`config.mk`:
```
export PLATFORM = sky130hd
export DESIGN_NAME = db_bank
export DESIGN_NICKNAME = d
export VERILOG_FILES = /design/src/rtl/db_pkg.sv /design/src/rtl/db_cfg_regs.sv /design/src/rtl/db_chan_filter.sv /design/src/rtl/db_bank.sv
export SDC_FILE = /design/constraint.sdc
export NUM_CORES = 1
export LEC_CHECK = 0
export BUFFER_PORTS_ARGS = -buffer_cell sky130_fd_sc_hd__buf_4
export CORE_MARGIN = 2
export CORE_UTILIZATION = 55
export CTS_CLUSTER_DIAMETER = 40
export DETAILED_ROUTE_END_ITERATION = 12
export PLACE_DENSITY = 0.89
export SKIP_CTS_REPAIR_TIMING = 1
export SYNTH_ARGS = -nofsm -noshare
export SYNTH_HDL_FRONTEND = slang
export SYNTH_HIERARCHICAL = 1
export SYNTH_SLANG_ARGS = --single-unit
```
`constraint.sdc`:
```
create_clock -name clk -period 3.01 [get_ports clk]
set_input_delay 0.602 -clock clk [delete_from_list [all_inputs] [get_ports clk]]
set_output_delay 0.602 -clock clk [all_outputs]
set_load 0.05 [all_outputs]
```
`src/rtl/db_pkg.sv`:
```
package db_pkg;
    localparam logic [3:0] ALIAS_VIEW = 4'h5;
    localparam logic [3:0] ALIAS_SET  = 4'h6;
    localparam logic [3:0] ALIAS_CLR  = 4'h7;
    localparam int unsigned MAX_UNITS = 512;

    typedef struct packed {
        logic       en;
        logic [2:0] sel;
    } cfg_t;

    // Stable period in 500 us units for each select code.
    function automatic int unsigned sel_units(logic [2:0] s);
        case (s)
            3'd0:    return 1;
            3'd1:    return 2;
            3'd2:    return 32;
            3'd3:    return 64;
            3'd4:    return 128;
            3'd5:    return 256;
            default: return MAX_UNITS;
        endcase
    endfunction
endpackage

```
`src/rtl/db_cfg_regs.sv`:
```
module db_cfg_regs import db_pkg::*; #(
    parameter int NUM_DB = 6
) (
    input  logic                    clk,
    input  logic                    rst_n,
    input  logic                    bus_wr,
    input  logic [11:0]             bus_addr,
    input  logic [31:0]             bus_wdata,
    output cfg_t [NUM_DB-1:0]       cfg,
    output logic [NUM_DB-1:0]       rst_req,
    output logic [31:0]             rdata
);
    typedef struct packed {
        cfg_t [NUM_DB-1:0] cfg;
    } state_t;

    state_t st_d, st_q;
    logic [3:0] alias_sel;
    logic [5:0] word_sel;

    assign alias_sel = bus_addr[11:8];
    assign word_sel  = bus_addr[7:2];

    always_comb begin
        st_d    = st_q;
        rst_req = '0;
        rdata   = '0;
        for (int ch = 0; ch < NUM_DB; ch++) begin
            if (word_sel == 6'(ch / 4)) begin
                if (alias_sel == ALIAS_VIEW || alias_sel == ALIAS_SET || alias_sel == ALIAS_CLR)
                    rdata[8*(ch%4) +: 8] = {1'b0, st_q.cfg[ch].sel, 3'b000, st_q.cfg[ch].en};
                if (bus_wr && alias_sel == ALIAS_SET) begin
                    st_d.cfg[ch].en  = st_q.cfg[ch].en  | bus_wdata[8*(ch%4)];
                    st_d.cfg[ch].sel = st_q.cfg[ch].sel | bus_wdata[8*(ch%4)+4 +: 3];
                    rst_req[ch]      = bus_wdata[8*(ch%4)+1];
                end
                if (bus_wr && alias_sel == ALIAS_CLR) begin
                    st_d.cfg[ch].en  = st_q.cfg[ch].en  & ~bus_wdata[8*(ch%4)];
                    st_d.cfg[ch].sel = st_q.cfg[ch].sel & ~bus_wdata[8*(ch%4)+4 +: 3];
                end
            end
        end
    end

    always_ff @(posedge clk or negedge rst_n) begin
        if (!rst_n) st_q <= '0;
        else        st_q <= st_d;
    end

    assign cfg = st_q.cfg;

    for (genvar ch = 0; ch < NUM_DB; ch++) begin : g_chk
        // a set write with the enable bit leaves the channel enabled
        a_r2_set_enables: assert property (@(posedge clk) disable iff (!rst_n)
            (bus_wr && alias_sel == ALIAS_SET && word_sel == 6'(ch / 4) && bus_wdata[8*(ch%4)])
            |=> cfg[ch].en);
        // a clear write with the enable bit leaves the channel disabled
        a_r2_clear_disables: assert property (@(posedge clk) disable iff (!rst_n)
            (bus_wr && alias_sel == ALIAS_CLR && word_sel == 6'(ch / 4) && bus_wdata[8*(ch%4)])
            |=> !cfg[ch].en);
    end
endmodule

```
`src/rtl/db_chan_filter.sv`:
```
module db_chan_filter import db_pkg::*; #(
    parameter int TICKS_PER_UNIT = 2,
    parameter int RST_TICKS      = 3
) (
    input  logic       clk,
    input  logic       rst_n,
    input  logic       tick,
    input  logic       din_s,
    input  logic       en_eff,
    input  logic [2:0] sel,
    input  logic       rst_req,
    output logic       dout
);
    localparam int MAX_TICKS = int'(MAX_UNITS) * TICKS_PER_UNIT;
    localparam int CW        = $clog2(MAX_TICKS + 1);
    localparam int BW        = $clog2(RST_TICKS + 1);

    typedef struct packed {
        logic          out;
        logic [CW-1:0] cnt;
        logic [BW-1:0] busy;
    } state_t;

    state_t st_d, st_q;
    logic [CW-1:0] limit;
    logic [CW-1:0] cnt_inc;

    assign limit   = CW'(sel_units(sel) * TICKS_PER_UNIT);
    assign cnt_inc = st_q.cnt + CW'(1);

    always_comb begin
        st_d = st_q;
        if (!en_eff) begin
            st_d.out = din_s;
            st_d.cnt = '0;
        end else if (st_q.busy != '0) begin
            st_d.cnt = '0;
        end else if (din_s == st_q.out) begin
            st_d.cnt = '0;
        end else if (tick) begin
            if (cnt_inc >= limit) begin
                st_d.out = din_s;
                st_d.cnt = '0;
            end else begin
                st_d.cnt = cnt_inc;
            end
        end
        if (rst_req)
            st_d.busy = BW'(RST_TICKS);
        else if (tick && st_q.busy != '0)
            st_d.busy = st_q.busy - BW'(1);
    end

    always_ff @(posedge clk or negedge rst_n) begin
        if (!rst_n) st_q <= '0;
        else        st_q <= st_d;
    end

    assign dout = st_q.out;

    // no output change on a filtered channel without a tick
    a_r6_hold_without_tick: assert property (@(posedge clk) disable iff (!rst_n)
        (en_eff && !tick) |=> $stable(dout));
    // the counter never exceeds the longest period
    a_r6_cnt_bounded: assert property (@(posedge clk) disable iff (!rst_n)
        st_q.cnt < CW'(MAX_TICKS));
    // a matching input restarts the count
    a_r7_match_restarts: assert property (@(posedge clk) disable iff (!rst_n)
        (en_eff && st_q.busy == '0 && din_s == dout) |=> st_q.cnt == '0);
    // output frozen while the settling window runs
    a_r11_freeze_busy: assert property (@(posedge clk) disable iff (!rst_n)
        (en_eff && st_q.busy != '0) |=> $stable(dout));
endmodule

```
`src/rtl/db_bank.sv`:
```
module db_bank import db_pkg::*; #(
    parameter int NUM_IN         = 8,
    parameter int NUM_DB         = 6,
    parameter int TICKS_PER_UNIT = 2,
    parameter int RST_TICKS      = 3
) (
    input  logic              clk,
    input  logic              rst_n,
    input  logic              tick,
    input  logic [NUM_IN-1:0] lvl_mode,
    input  logic [NUM_IN-1:0] din,
    input  logic              bus_wr,
    input  logic [11:0]       bus_addr,
    input  logic [31:0]       bus_wdata,
    output logic [31:0]       bus_rdata,
    output logic [NUM_IN-1:0] dout
);
    typedef struct packed {
        logic [NUM_IN-1:0] s1;
        logic [NUM_IN-1:0] s2;
        logic [NUM_IN-1:0] thru;
    } state_t;

    state_t st_d, st_q;
    cfg_t [NUM_DB-1:0] cfg;
    logic [NUM_DB-1:0] rst_req;

    always_comb begin
        st_d      = st_q;
        st_d.s1   = din;
        st_d.s2   = st_q.s1;
        st_d.thru = st_q.s2;
    end

    always_ff @(posedge clk or negedge rst_n) begin
        if (!rst_n) st_q <= '0;
        else        st_q <= st_d;
    end

    db_cfg_regs #(.NUM_DB(NUM_DB)) u_regs (
        .clk       (clk),
        .rst_n     (rst_n),
        .bus_wr    (bus_wr),
        .bus_addr  (bus_addr),
        .bus_wdata (bus_wdata),
        .cfg       (cfg),
        .rst_req   (rst_req),
        .rdata     (bus_rdata)
    );

    for (genvar ch = 0; ch < NUM_IN; ch++) begin : g_ch
        if (ch < NUM_DB) begin : g_filt
            db_chan_filter #(
                .TICKS_PER_UNIT (TICKS_PER_UNIT),
                .RST_TICKS      (RST_TICKS)
            ) u_filt (
                .clk     (clk),
                .rst_n   (rst_n),
                .tick    (tick),
                .din_s   (st_q.s2[ch]),
                .en_eff  (cfg[ch].en & lvl_mode[ch]),
                .sel     (cfg[ch].sel),
                .rst_req (rst_req[ch]),
                .dout    (dout[ch])
            );
        end else begin : g_thru
            assign dout[ch] = st_q.thru[ch];
        end
    end
endmodule

```
-- After elaboration in Yosys (flattened, before gate mapping)
Cells that the tools add are included.
- bits in registers: 132
- output and inout bits: 40
- word-level logic and storage cells: 297
- add/subtract/negate cells: 12
- magnitude comparators: 6
- equal/unequal tests: 70
- multiplexer cells: 100
- bitwise logic cells: 38
- reductions and logical operators: 38
- operators by type and width (operator ; number):
    10-bit one-hot mux with 6 select lines ; 6
    11-bit 2-to-1 mux ; 18
    12-bit 2-to-1 mux ; 12
    11-bit by 1-bit adder with 11-bit output, second input constant ; 6
    11-bit >= comparator ; 6
    8-bit 2-to-1 mux ; 8
    4-bit 2-to-1 mux ; 12
    2-bit inequality test, second input constant ; 24
    3-bit by 2-bit equality test with 1-bit output, second input constant ; 12
    3-bit equality test, second input constant ; 12
    1-bit 2-to-1 mux ; 28
    7-bit 2-to-1 mux ; 4
    2-bit nonzero test ; 13
    2-bit 2-to-1 mux ; 12
    4-bit inequality test, second input constant ; 6
    4-bit AND reduction ; 6
    3-bit bitwise AND ; 6
    3-bit by 1-bit equality test with 1-bit output, second input constant ; 6
    3-bit zero test ; 6
    3-bit OR ; 6
    1-bit bitwise AND ; 12
    4-bit by 3-bit equality test with 1-bit output, second input constant ; 3
    3-bit NOT ; 4
    2-bit by 1-bit subtractor with 2-bit output, second input constant ; 6
    other kinds (8) ; 30

-- Logic depth before layout (Yosys ltp)
- depth after elaboration: 8
- gate-level depth with buffers: 12
- gate-level depth less buffers: 12

-- Hierarchy
The synthesis kept the hierarchy.
- modules (own cells, without submodules) (module ; instances ; cells an instance ; area an instance (um2)):
    db_chan_filter (g_ch[0].g_filt.u_filt ...) ; 5 ; 102 ; 967.2
    db_cfg_regs ; 1 ; 176 ; 1582.8
    db_chan_filter (g_ch[5].g_filt.u_filt) ; 1 ; 105 ; 978.4
    db_bank ; 1 ; 24 ; 488.0

-- Worst setup path after synthesis
No wires, ideal clock.
- path kind: input to output
- from: in bus_addr[5]
- to: out bus_rdata[4]
- arrival: 2.103 ns
- required time: 2.408 ns
- slack: 0.305 ns
- stages: 4
- cell sequence: nor4_4 -> buf_4 -> nand3_1 -> a21oi_1
- word-level cells in the longest chain between the ends: 4
- RTL lines (element ; line ; text):
    start: declaration ; db_bank.sv:13 ; input logic [11:0] bus_addr,
    6-bit zero test ; db_cfg_regs.sv:29 ; if (word_sel == 6'(ch / 4)) begin
    8-bit 2-to-1 mux ; db_cfg_regs.sv:29 ;
    8-bit 2-to-1 mux ; db_cfg_regs.sv:30 ; if (alias_sel == ALIAS_VIEW || alias_sel == ALIAS_SET || alias_sel == ALIAS_CLR)
    8-bit 2-to-1 mux * ; db_cfg_regs.sv:29 ;
    end: declaration ; db_bank.sv:15 ; output logic [31:0] bus_rdata,
Every way passes the cells marked *; elsewhere a longest branch is shown, timed or not.

-- Final worst setup path
- from: reg g_ch[2].g_filt.u_filt/st_q[4] (netlist name)
- to: reg g_ch[2].g_filt.u_filt/st_q[8] (netlist name)
- word-level cells in the longest chain between the ends: 7
- RTL lines (element ; line ; text):
    start: declaration ; db_chan_filter.sv:24 ; state_t st_d, st_q;
    start signal: assignment ; db_chan_filter.sv:56 ; else st_q <= st_d;
    11-bit by 1-bit adder with 11-bit output * ; db_chan_filter.sv:29 ; assign cnt_inc = st_q.cnt + CW'(1);
    11-bit >= comparator ; db_chan_filter.sv:41 ; if (cnt_inc >= limit) begin
    11-bit 2-to-1 mux * ; db_chan_filter.sv:41 ;
    12-bit 2-to-1 mux * ; db_chan_filter.sv:40 ; end else if (tick) begin
    11-bit 2-to-1 mux * ; db_chan_filter.sv:38 ; end else if (din_s == st_q.out) begin
    11-bit 2-to-1 mux * ; db_chan_filter.sv:36 ; end else if (st_q.busy != '0) begin
    12-bit 2-to-1 mux * ; db_chan_filter.sv:33 ; if (!en_eff) begin
Every way passes the cells marked *; elsewhere a longest branch is shown, timed or not. The select of a mux whose other input is x is not followed.
A chain may end at the register's enable or synchronous reset.

==> summary.md <==
| Metric | Value |
|---|---|
| Outcome | `finished, final reports clean` |
| Area leader, netlist | `dfrtp_1` |
| Fin. Hold Viols | `0` |
| #FFs+latches synth | `126` |
| Critical path arrival | `3180 ps` |
| GR Overflow Total | `0` |
| Reg clk slew, reported paths | `60 ps` |
| CP Launch Point | `g_ch[2].g_filt.u_filt/st_q[4]` |
| Placed cell area | `8680 µm²` |
| Crit share post-route | `93.5%` |
| Clk buf depth | `2` |
| Shortest period the worst path allows | `2810 ps` |
| XOR/XNOR Fraction of Synth Area | `7.81%` |
| Final ANT Viol Nets | `0` |
| Initial antenna violation count | `0` |
| Setup_tns | `0 ps` |
| Share of the synthesized area in compound gates (AO/OA/AOI/OAI) | `10.9%` |
| Power Dens Cells | `509 nW/µm²` |
| CTS Sinks | `126` |
| Slew HR | `46.3%` |
| First-pass GRT wire length | `28900 µm` |
| Synth area leaders | `dfrtp_1, ha_1, nand2_1` |
| Critical path peak fanout | `5` |
| Number of buffers created by CTS | `17` |
| Most used flip-flop cell after synthesis | `dfrtp_1` |
| Share of layout cells above drive strength 1 | `18.5%` |
| Hpwl dp | `12300 µm` |
| Routed via count | `6366` |
| Maximum vdd drop | `0.000449 V` |
| H-tree depth | `4` |
| Routed WL | `17300 µm` |
| Drt drc | `0` |
| Clock latency on the worst-skew pair | `430 ps` |
| Flop pwr share | `40.0%` |
| Core Area | `13900 µm²` |
| Worst flop-to-flop path endpoint | `g_ch[2].g_filt.u_filt/st_q[8]` |
| Mux contribution to synthesized area | `5.33%` |
| Initial DRC Count | `456` |
| Critical path endpoint | `g_ch[2].g_filt.u_filt/st_q[8]` |
| RSZ-0062 raised after global routing | `no` |
| Largest net degree at the start of global routing | `49` |
| Setup crit end kind | `register` |
| Sequential element share of the synthesized area | `40.0%` |
| Die extent in y | `124 µm` |
| Synth Area in Simple Gates | `22.1%` |
| Initial Utilization | `56.6%` |
| FFs w/ async S/R, synth | `100%` |
| Slew Viols, Final | `0` |
| Synth Area in Adders | `8.57%` |
| Max-Cap Viols | `0` |
| Synthesized netlist cell count | `815` |
| Area growth syn-to-layout | `17.6%` |
| Syn avg cell area | `9.67 µm²` |
| Final Skew | `7.91 ps` |
| Io pins | `104` |
| Cell Area, Synth | `7890 µm²` |
| Wire per inst | `15.7 µm` |
| Clock tree root buffer cell | `clkbuf_16` |
| Nets | `1028` |
| Reg-to-Reg Start | `g_ch[2].g_filt.u_filt/st_q[4]` |
| CTS tree | `built` |
| Final setup viols | `0` |
| Share of total power in the clock network | `42.3%` |
| Filler instances | `1057` |
| Die width | `124 µm` |
| Count of different cell masters after synthesis | `40` |
| Worst-Margin Slew | `800 ps` |
| Power Total | `0.00473 W` |
| Fmax | `0.355 GHz` |
| First drt pass iteration count | `5` |
| Internal power | `0.00341 W` |
| Net switching power | `0.00131 W` |
| Ant. Diodes | `0` |
| CP Launch Type | `register` |
| Reg2Reg Depth | `11` |
| Leakage | `4.54 nW` |
| Largest family of logic cells by synthesized area | `simple AND/OR/NAND/NOR gates` |
| Vias in the first global route | `6258` |
| Yosys warns | `6` |
| WS Path Type | `reg2reg` |
| Area of the die | `15300 µm²` |
| R2R Setup Slk | `200 ps` |
| Worst hold path class | `in2async` |
| Design area | `9280 µm²` |
| Total GRT Usage | `24.1%` |
| I/O Buffers | `71` |
| Number of synthesized flops with an enable pin | `0` |
| Top-area cell type share of the netlist area | `40.0%` |
| Comb pwr share | `17.7%` |
| Final GP Congestion | `0.864` |
| Avg Vias per Cell | `5.77` |
| Switching share of power | `27.8%` |
| Worst path required time | `3370 ps` |
| # rows | `43` |
area by class of cell:
type	instances	area [µm²]	share of cell area, %
timing repair buffer	98	761	8.20
inverter	48	180	1.94
tap	180	225	2.43
multi-input combinational	619	4380	47.2
clock inverter	11	116	1.25
clock buffer	21	460	4.96
sequential	126	3150	34.0
how the worst min path moves through the flow:
stage | startpoint | endpoint | slack, ps | cells after the start
global placement | st_d[7] | dout[7] | 330 | 0
global route | rst_n | g_ch[4].g_filt.u_filt/st_q[5] | 190 | 1
finish | rst_n | st_d[4] | 160 | 1
floorplan | rst_n | dout[6] | 310 | 0
detailed placement | st_d[6] | dout[6] | 340 | 0
CTS | rst_n | g_ch[4].g_filt.u_filt/st_q[4] | 170 | 1
per-layer routing:
layer,vias up,share of wire (%),global-route usage (%)
met2,215,49,40.0
met4,0,1.9,8.81
li1,3060,-,-
met1,3060,42,30.1
met3,31,6.9,6.96
met5,-,0,0
through the flow:
step / utilization [%] / setup slack, ps / std cells / hold WS [ps]
floorplan: - / 305 / 830 / 306
global placement: 62.3 / 213 / 1069 / 332
detailed placement: 62.3 / 84.1 / 1069 / 336
CTS: 66.4 / 7.62 / 1101 / 167
global route: 66.6 / 14.2 / 1103 / 189
finish: 66.6 / 196 / 1103 / 162
cells in the mapped netlist (3+ instances only):
cell	instances
dfrtp_1	126
nand2_1	115
ha_1	54
inv_1	48
mux2i_1	42
nor2_1	38
xor2_1	37
a32o_1	36
nand3_1	36
o21ai_0	36
nand4_1	35
xnor2_1	24
a21oi_1	20
buf_4	18
and3_1	14
clkbuf_1	12
nand2b_1	12
nand3b_1	12
and2_1	8
nor3_1	7
a211o_1	6
a211oi_1	6
a41o_2	6
nand3_2	6
nor2_2	6
nor2b_4	6
nor3_2	6
nor3b_1	6
o21ai_1	6
or3b_2	6
and4_1	5
xnor2_2	5
buf_2	4
buf_6	3
nor2b_1	3
power groups by stage:
stage / registers (W) / logic [W] / clock network, W
finish: 0.00189 / 0.000834 / 0.00200
global route: 0.00191 / 0.000935 / 0.00211
CTS: 0.00189 / 0.000832 / 0.00203
detailed placement: 0.00192 / 0.000816 / 0
global placement: 0.00191 / 0.000782 / 0
floorplan: 0.00193 / 0.000556 / 0
critical path, cell delays in order (launching register included):
cell     delay (ps)
dfrtp_1         440
nand3_2         150
nor2_1          270
and4_1          280
nand3_1         140
xnor2_2         170
ha_1            310
a21oi_1         140
o21ai_0         150
nor3_2          340
buf_4           200
a32o_1          160
cell families (layout without fill, tap and decap cells):
kind of cell             after synthesis  in the layout
AO/OA/AOI/OAI                        118            118
XOR/XNOR                              66             66
adder cells (fa/ha/maj)               54             54
buffers and inverters                 85            178
flip-flops                           126            126
multiplexers                          42             42
other                                  1             16
AND/OR/NAND/NOR                      323            323
placed cells by master (no fill, tap or decap), drive strengths merged, types with 16 or more instances in the layout:
master / synthesis / layout
dfrtp: 126 / 126
xor2: 37 / 37
buf: 25 / 98
nand4: 35 / 35
nand2: 115 / 115
a32o: 36 / 36
nand3: 42 / 42
a21oi: 20 / 20
conb: 1 / 16
clkbuf: 12 / 21
o21ai: 43 / 43
xnor2: 29 / 29
mux2i: 42 / 42
ha: 54 / 54
nor2: 44 / 44
inv: 48 / 48
(Power assumes the default switching activity.)
